## src/rtl/mpat_pkg.sv

```systemverilog
// Shared types for the march sequencer: controller states, element
// operations and the element decoder used by the top level.
package mpat_pkg;

    typedef enum logic [1:0] {
        ST_IDLE = 2'd0,
        ST_INIT = 2'd1,
        ST_FWD  = 2'd2,
        ST_CMP  = 2'd3
    } mpat_state_e;

    typedef enum logic [1:0] {
        OP_NONE = 2'd0,
        OP_WR   = 2'd1,
        OP_RD   = 2'd2
    } mpat_op_e;

    typedef struct packed {
        mpat_op_e op;
        logic     inv;
    } mpat_elem_t;

    localparam int FWD_ELEMS = 4;
    localparam int CMP_ELEMS = 3;
    localparam int IDX_W     = $clog2(FWD_ELEMS);

    // Map (state, remaining index) to the element applied at the current address.
    function automatic mpat_elem_t elem_decode(mpat_state_e st, logic [IDX_W-1:0] idx);
        mpat_elem_t el;
        el.op  = OP_NONE;
        el.inv = 1'b0;
        case (st)
            ST_FWD: begin
                case (idx)
                    2'd3:    begin el.op = OP_WR; el.inv = 1'b0; end
                    2'd2:    begin el.op = OP_RD; el.inv = 1'b0; end
                    2'd1:    begin el.op = OP_WR; el.inv = 1'b1; end
                    default: begin el.op = OP_RD; el.inv = 1'b1; end
                endcase
            end
            ST_CMP: begin
                case (idx)
                    2'd2:    begin el.op = OP_RD; el.inv = 1'b1; end
                    2'd1:    begin el.op = OP_WR; el.inv = 1'b0; end
                    default: begin el.op = OP_RD; el.inv = 1'b0; end
                endcase
            end
            default: ;
        endcase
        return el;
    endfunction

endpackage

```

## src/rtl/mpat_addr_gen.sv

```systemverilog
// Linear address counter {row, column}, column in the low bits.
// Assumes clr and step are never high in the same cycle; step wraps to zero.
module mpat_addr_gen #(
    parameter int XW = 16,
    parameter int YW = 16
) (
    input  logic          clk,
    input  logic          rst_n,
    input  logic          clr,
    input  logic          step,
    output logic [XW-1:0] cnt_x,
    output logic [YW-1:0] cnt_y,
    output logic          last
);
    localparam int AW = XW + YW;

    logic [AW-1:0] cnt;

    // Counter: cleared at launch, incremented once per finished address.
    always_ff @(posedge clk) begin
        if (!rst_n || clr) begin
            cnt <= '0;
        end else if (step) begin
            cnt <= cnt + 1'b1;
        end
    end

    assign cnt_x = cnt[AW-1:YW];
    assign cnt_y = cnt[YW-1:0];
    assign last  = &cnt;

endmodule

```

## src/rtl/mpat_ctrl.sv

```systemverilog
// Microprogram controller: idle, one initialisation step, forward pass,
// complemented pass. A down-counting index selects the element; when it is
// exhausted the address advances, and address wrap ends the pass.
// Assumes addr_last reflects the counter value of the current cycle.
module mpat_ctrl
    import mpat_pkg::*;
(
    input  logic             clk,
    input  logic             rst_n,
    input  logic             start,
    input  logic             cyc_en,
    input  logic             addr_last,
    output mpat_state_e      state,
    output logic [IDX_W-1:0] idx,
    output logic             addr_step,
    output logic             launch,
    output logic             done
);
    logic in_pass;

    assign launch    = start && (state == ST_IDLE);
    assign in_pass   = (state == ST_FWD) || (state == ST_CMP);
    assign addr_step = cyc_en && in_pass && (idx == '0);

    // Sequencing of states and the element index; done pulses on final wrap.
    always_ff @(posedge clk) begin
        if (!rst_n) begin
            state <= ST_IDLE;
            idx   <= '0;
            done  <= 1'b0;
        end else begin
            done <= 1'b0;
            case (state)
                ST_IDLE: begin
                    if (launch) state <= ST_INIT;
                end
                ST_INIT: begin
                    if (cyc_en) begin
                        state <= ST_FWD;
                        idx   <= IDX_W'(FWD_ELEMS - 1);
                    end
                end
                ST_FWD: begin
                    if (cyc_en) begin
                        if (idx != '0) begin
                            idx <= idx - 1'b1;
                        end else if (addr_last) begin
                            state <= ST_CMP;
                            idx   <= IDX_W'(CMP_ELEMS - 1);
                        end else begin
                            idx <= IDX_W'(FWD_ELEMS - 1);
                        end
                    end
                end
                default: begin
                    if (cyc_en) begin
                        if (idx != '0) begin
                            idx <= idx - 1'b1;
                        end else if (addr_last) begin
                            state <= ST_IDLE;
                            idx   <= '0;
                            done  <= 1'b1;
                        end else begin
                            idx <= IDX_W'(CMP_ELEMS - 1);
                        end
                    end
                end
            endcase
        end
    end

endmodule

```

## src/rtl/mpat_cmp.sv

```systemverilog
// Read comparator: registers a one-cycle fail on any mismatching read and
// holds the address of the first mismatch until the next launch.
// Assumes clr (launch) never coincides with a read.
module mpat_cmp #(
    parameter int XW = 16,
    parameter int YW = 16,
    parameter int DW = 8
) (
    input  logic          clk,
    input  logic          rst_n,
    input  logic          clr,
    input  logic          rd_en,
    input  logic [DW-1:0] exp_data,
    input  logic [DW-1:0] rd_data,
    input  logic [XW-1:0] cur_x,
    input  logic [YW-1:0] cur_y,
    output logic          fail,
    output logic [XW-1:0] first_x,
    output logic [YW-1:0] first_y
);
    logic miss;
    logic seen;

    assign miss = rd_en && (rd_data != exp_data);

    // Fail pulse for each mismatching read.
    always_ff @(posedge clk) begin
        if (!rst_n) fail <= 1'b0;
        else        fail <= miss;
    end

    // First-failure latch, cleared when a new run is launched.
    always_ff @(posedge clk) begin
        if (!rst_n || clr) begin
            seen    <= 1'b0;
            first_x <= '0;
            first_y <= '0;
        end else if (miss && !seen) begin
            seen    <= 1'b1;
            first_x <= cur_x;
            first_y <= cur_y;
        end
    end

endmodule

```

## src/rtl/mpat_seq.sv

```systemverilog
// March pattern sequencer top: joins controller, address counter and
// comparator; decodes the current element into strobes, complements the
// address in the second pass and forms checkerboard data.
// Assumes the memory returns rdata combinationally in the read cycle.
module mpat_seq
    import mpat_pkg::*;
#(
    parameter int XW = 16,
    parameter int YW = 16,
    parameter int DW = 8
) (
    input  logic          clk,
    input  logic          rst_n,
    input  logic          start,
    input  logic          cyc_en,
    output logic          cmd_we,
    output logic          cmd_re,
    output logic [XW-1:0] addr_x,
    output logic [YW-1:0] addr_y,
    output logic [DW-1:0] pat_data,
    input  logic [DW-1:0] rdata,
    output logic          fail,
    output logic [XW-1:0] fail_x,
    output logic [YW-1:0] fail_y,
    output logic          done
);
    mpat_state_e      state;
    logic [IDX_W-1:0] idx;
    logic             addr_step;
    logic             launch;
    logic             addr_last;
    logic [XW-1:0]    cnt_x;
    logic [YW-1:0]    cnt_y;
    mpat_elem_t       elem;
    logic             comp_addr;
    logic             pat_bit;

    mpat_ctrl u_ctrl (
        .clk       (clk),
        .rst_n     (rst_n),
        .start     (start),
        .cyc_en    (cyc_en),
        .addr_last (addr_last),
        .state     (state),
        .idx       (idx),
        .addr_step (addr_step),
        .launch    (launch),
        .done      (done)
    );

    mpat_addr_gen #(.XW(XW), .YW(YW)) u_addr (
        .clk   (clk),
        .rst_n (rst_n),
        .clr   (launch),
        .step  (addr_step),
        .cnt_x (cnt_x),
        .cnt_y (cnt_y),
        .last  (addr_last)
    );

    // Element decode and strobe gating by the cycle-enable strobe.
    always_comb begin
        elem   = elem_decode(state, idx);
        cmd_we = cyc_en && (elem.op == OP_WR);
        cmd_re = cyc_en && (elem.op == OP_RD);
    end

    // Address presentation: complemented during the second pass.
    assign comp_addr = (state == ST_CMP);
    assign addr_x    = comp_addr ? ~cnt_x : cnt_x;
    assign addr_y    = comp_addr ? ~cnt_y : cnt_y;

    // Checkerboard data from address parity and the element's inversion.
    assign pat_bit   = addr_x[0] ^ addr_y[0] ^ elem.inv;
    assign pat_data  = {DW{pat_bit}};

    mpat_cmp #(.XW(XW), .YW(YW), .DW(DW)) u_cmp (
        .clk      (clk),
        .rst_n    (rst_n),
        .clr      (launch),
        .rd_en    (cmd_re),
        .exp_data (pat_data),
        .rd_data  (rdata),
        .cur_x    (addr_x),
        .cur_y    (addr_y),
        .fail     (fail),
        .first_x  (fail_x),
        .first_y  (fail_y)
    );

endmodule

```

## config.mk

```make
export PLATFORM = sky130hd
export DESIGN_NAME = mpat_seq
export DESIGN_NICKNAME = d
export VERILOG_FILES = /design/src/rtl/mpat_pkg.sv /design/src/rtl/mpat_addr_gen.sv /design/src/rtl/mpat_ctrl.sv /design/src/rtl/mpat_cmp.sv /design/src/rtl/mpat_seq.sv
export SDC_FILE = /design/constraint.sdc
export NUM_CORES = 1
export LEC_CHECK = 0
export BUFFER_PORTS_ARGS = -buffer_cell sky130_fd_sc_hd__buf_2
export CORE_UTILIZATION = 30
export DETAILED_ROUTE_END_ITERATION = 16
export PLACE_DENSITY = 0.59
export SETUP_SLACK_MARGIN = 0.05
export SLEW_MARGIN = 20
export SYNTH_ARGS = -nofsm -noshare
export SYNTH_HDL_FRONTEND = slang
export SYNTH_SLANG_ARGS = --single-unit
```

## constraint.sdc

```tcl
create_clock -name clk -period 2.4 [get_ports clk]
set_input_delay 0.36 -clock clk [delete_from_list [all_inputs] [get_ports clk]]
set_output_delay 0.36 -clock clk [all_outputs]
set_load 0.05 [all_outputs]
```

==> results.toml <==
[grt]
grt_pass1_wl_um = 16000
grt_max_degree = 35
track_usage_pct = 14.9
grt_pass1_vias = 3190
antenna_found_initial = 0
grt_remaining_overflow = 0

[clock_network]
cts_resized = 16
insertion_delay_ps = 330
cts_buffers = 9
cts_tree = "yes"
clkTransAtPathRegs_ps = 60
post_cts_buffers = 0
clockBufferDepth = 2
holdBufCountCts = 0
cts_root_buffer = "clkbuf_16"
numClockSinks = 71
htreeDepth = 3

[sta]
finalCriticalPeriod_ps = 2300
fin_skew_ps = 6.84
min_period_over_period_pct = 95.9
fmax_mhz = 434
worst_slew_pin_slew_ps = 546
setup_viol = 0
tns_ps = 0
grt_setup_unrepaired = "true"
finalHoldViolations = 0
slew_violations = 0
maxSlewHeadroom_pct = 63.6

[finish]
fill_cells = 1306
drive_above_1_share_pct = 29.3
final_net_count = 547
diodes = 0
area_delta_synth_final_pct = 25.6
seq_area_sq_mm = 0.00142
multi_input_comb_area_sq_mm = 0.00233

[routing]
vias = 3430
drc = 0
routed_wl_um = 9840
wire_per_inst_um = 14.0
dr.pass1.iters = 4
drt_iter0_drc = 245
viasPerCell = 4.89
ant_nets = 0

[worst_setup_path]
worstSetupPathType = "flip-flop to output port"
r2r_setup_slack_ps = 310
arrival_ps = 1940
reg2reg_from = "u_ctrl.state[0]"
endpoint_kind = "output port"
cp.required_ps = 2040
rr_endpoint = "u_cmp.first_x[3]"
cp-start-kind = "flip-flop"
rr_worst_depth = 6
critPathMaxFanout = 22

[synthesis]
syn_nets = 480
netlist_instances = 457
synth_flop_cell = "dfxtp_1"
syn_area_per_cell_sq_um = 8.67
ys_async_sr_fraction_pct = 0
syn_area_sq_mm = 0.00396
yosys_register_bits = 71
yosysSeqAreaShare_pct = 35.9
yosys_warnings = 0
ys_types = 38
synthTopCellsByArea = "dfxtp_1 (36%), xor2_1 (13%), nand4_1 (8.1%)"
synth_edf_count = 0
synth_area_leader_cell = "dfxtp_1"
yosysTopAreaCellShare_pct = 35.9

[power_and_ir_drop]
pwr-share-seq_pct = 29.0
ir_worst_vdd_mv = 0.324
pwr_density_cell_mw_per_mm2 = 864
switchingPower_mw = 1.64
intPower_mw = 2.66
swShare_pct = 38.2
p_clk_share_pct = 36.7
power_mw = 4.29
leakagePower_nw = 2.42
power.share.combinational_pct = 34.3

[min_path]
hold_start = "rst_n"
min_path_cells = 3
min_path_type = "input pin to flip-flop"
min_to = "u_cmp.fail"

[floorplanning]
fp.dieW_um = 117
core_region_area_sq_mm = 0.0127
fp.dieH_um = 117
initial_core_util_pct = 31.1
rows = 41
num_io_pins = 88
die_area_sq_mm = 0.0137

[place]
io_buffers = 87
gp_congestion = 0.862
dp_hpwl_um = 7270

[flow_run]
maxCapViolations = 0

[run_status]
status = "finished clean"
-- final cells by class --
type                            instances  share of cell area [%]
Multi-Input combinational cell        336                    46.9
Sequential cell                        71                    28.6
Timing Repair Buffer                  101                    12.7
Clock buffer                           10                    4.81
Tap cell                              172                    4.33
Clock inverter                          6                    2.31
Inverter                                5                   0.377
-- critical path, stage by stage (launching register included) --
cell	delay, ps
dfxtp_1	380
ha_2	330
buf_12	250
xor2_1	310
buf_2	330
-- cell usage after synthesis (all sizes together) (2+ instances only) --
cell / n
nand3: 9
nor3: 4
o211ai: 35
a31oi: 2
and3: 8
dfxtp: 71
clkbuf: 11
nor4: 3
xor2: 59
and4: 7
o211a: 2
a21oi: 8
or3: 3
o21ai: 13
nand2: 61
nand4: 51
buf: 34
inv: 5
o21a: 2
xnor2: 3
nor2: 39
nor2b: 5
ha: 11
mux2i: 3
and2: 2
-- worst max path at each step --
| stage | start | end | slack, ps | depth (start not counted) |
|---|---|---|---|---|
| after floorplan | u_ctrl.idx[0] | cmd_we | 220 | 7 |
| after global placement | u_ctrl.idx[0] | u_cmp.first_x[7] | 290 | 8 |
| after detailed placement | u_ctrl.idx[0] | u_cmp.first_x[3] | 210 | 7 |
| after CTS | u_ctrl.state[0] | addr_x[15] | 60 | 4 |
| after global routing | u_ctrl.state[0] | addr_x[5] | -0.2 | 4 |
| final | u_ctrl.state[0] | addr_y[15] | 100 | 4 |
-- stage by stage --
| step | cell area, sq um | std cells | worst slack [ps] | hold WS, ps | util, % |
|---|---|---|---|---|---|
| after global routing | 4970 | 701 | -0.242 | 348 | 39.1 |
| after CTS | 4890 | 701 | 55.3 | 334 | 38.4 |
| final | 4970 | 701 | 98.1 | 342 | 39.1 |
| after global placement | 4490 | 685 | 291 | 441 | 35.3 |
| after floorplan | 3970 | 457 | 219 | 439 | - |
| after detailed placement | 4490 | 685 | 211 | 444 | 35.3 |
-- layer usage --
layer | vias up | routed length, um | global-route usage [%]
met2 | 68 | 4690 | 24.1
met5 | - | 0 | 0
met3 | 18 | 363 | 2.94
li1 | 1737 | - | -
met1 | 1607 | 4560 | 19.4
met4 | 0 | 216 | 6.33
-- registers in the layout, summed over array words and instances (netlist names) --
name	cells
u_addr.cnt	32
u_cmp.fail	1
u_cmp.first_x	16
u_cmp.first_y	16
u_cmp.seen	1
u_ctrl.done	1
u_ctrl.idx	2
u_ctrl.state	2
-- power by group through the flow --
stage	logic (mW)	clock network, mW	registers (mW)
global placement	1.38	0	1.27
CTS	1.44	1.61	1.24
floorplan	1.19	0	1.27
detailed placement	1.39	0	1.27
global route	1.58	1.66	1.25
finish	1.47	1.58	1.25
-- logic make-up (layout without fill, tap and decap cells) --
group | count (synthesis) | after routing | synth area share, %
compound gates | 66 | 66 | 13.1
xor+xnor | 62 | 62 | 13.7
mux | 3 | 3 | 0.758
flops | 71 | 71 | 35.9
fa+ha+maj | 11 | 11 | 3.47
buf+inv | 50 | 122 | 7.49
simple gates | 194 | 194 | 25.6
-- cell usage in the layout (no fill, tap or decap), types with 5 or more instances in the layout --
cell type and n:
a21oi_1 8, and3_1 7, and4_1 5, buf_2 66, buf_4 20, clkbuf_16 9, clkbuf_4 12, dfxtp_1 69
ha_1 8, inv_1 5, nand2_1 60, nand3_1 7, nand4_1 51, nor2_1 39, nor2b_1 5, o211ai_1 23
o211ai_2 12, o21ai_0 11, xor2_1 50, xor2_2 9
(Power assumes the default switching activity.)
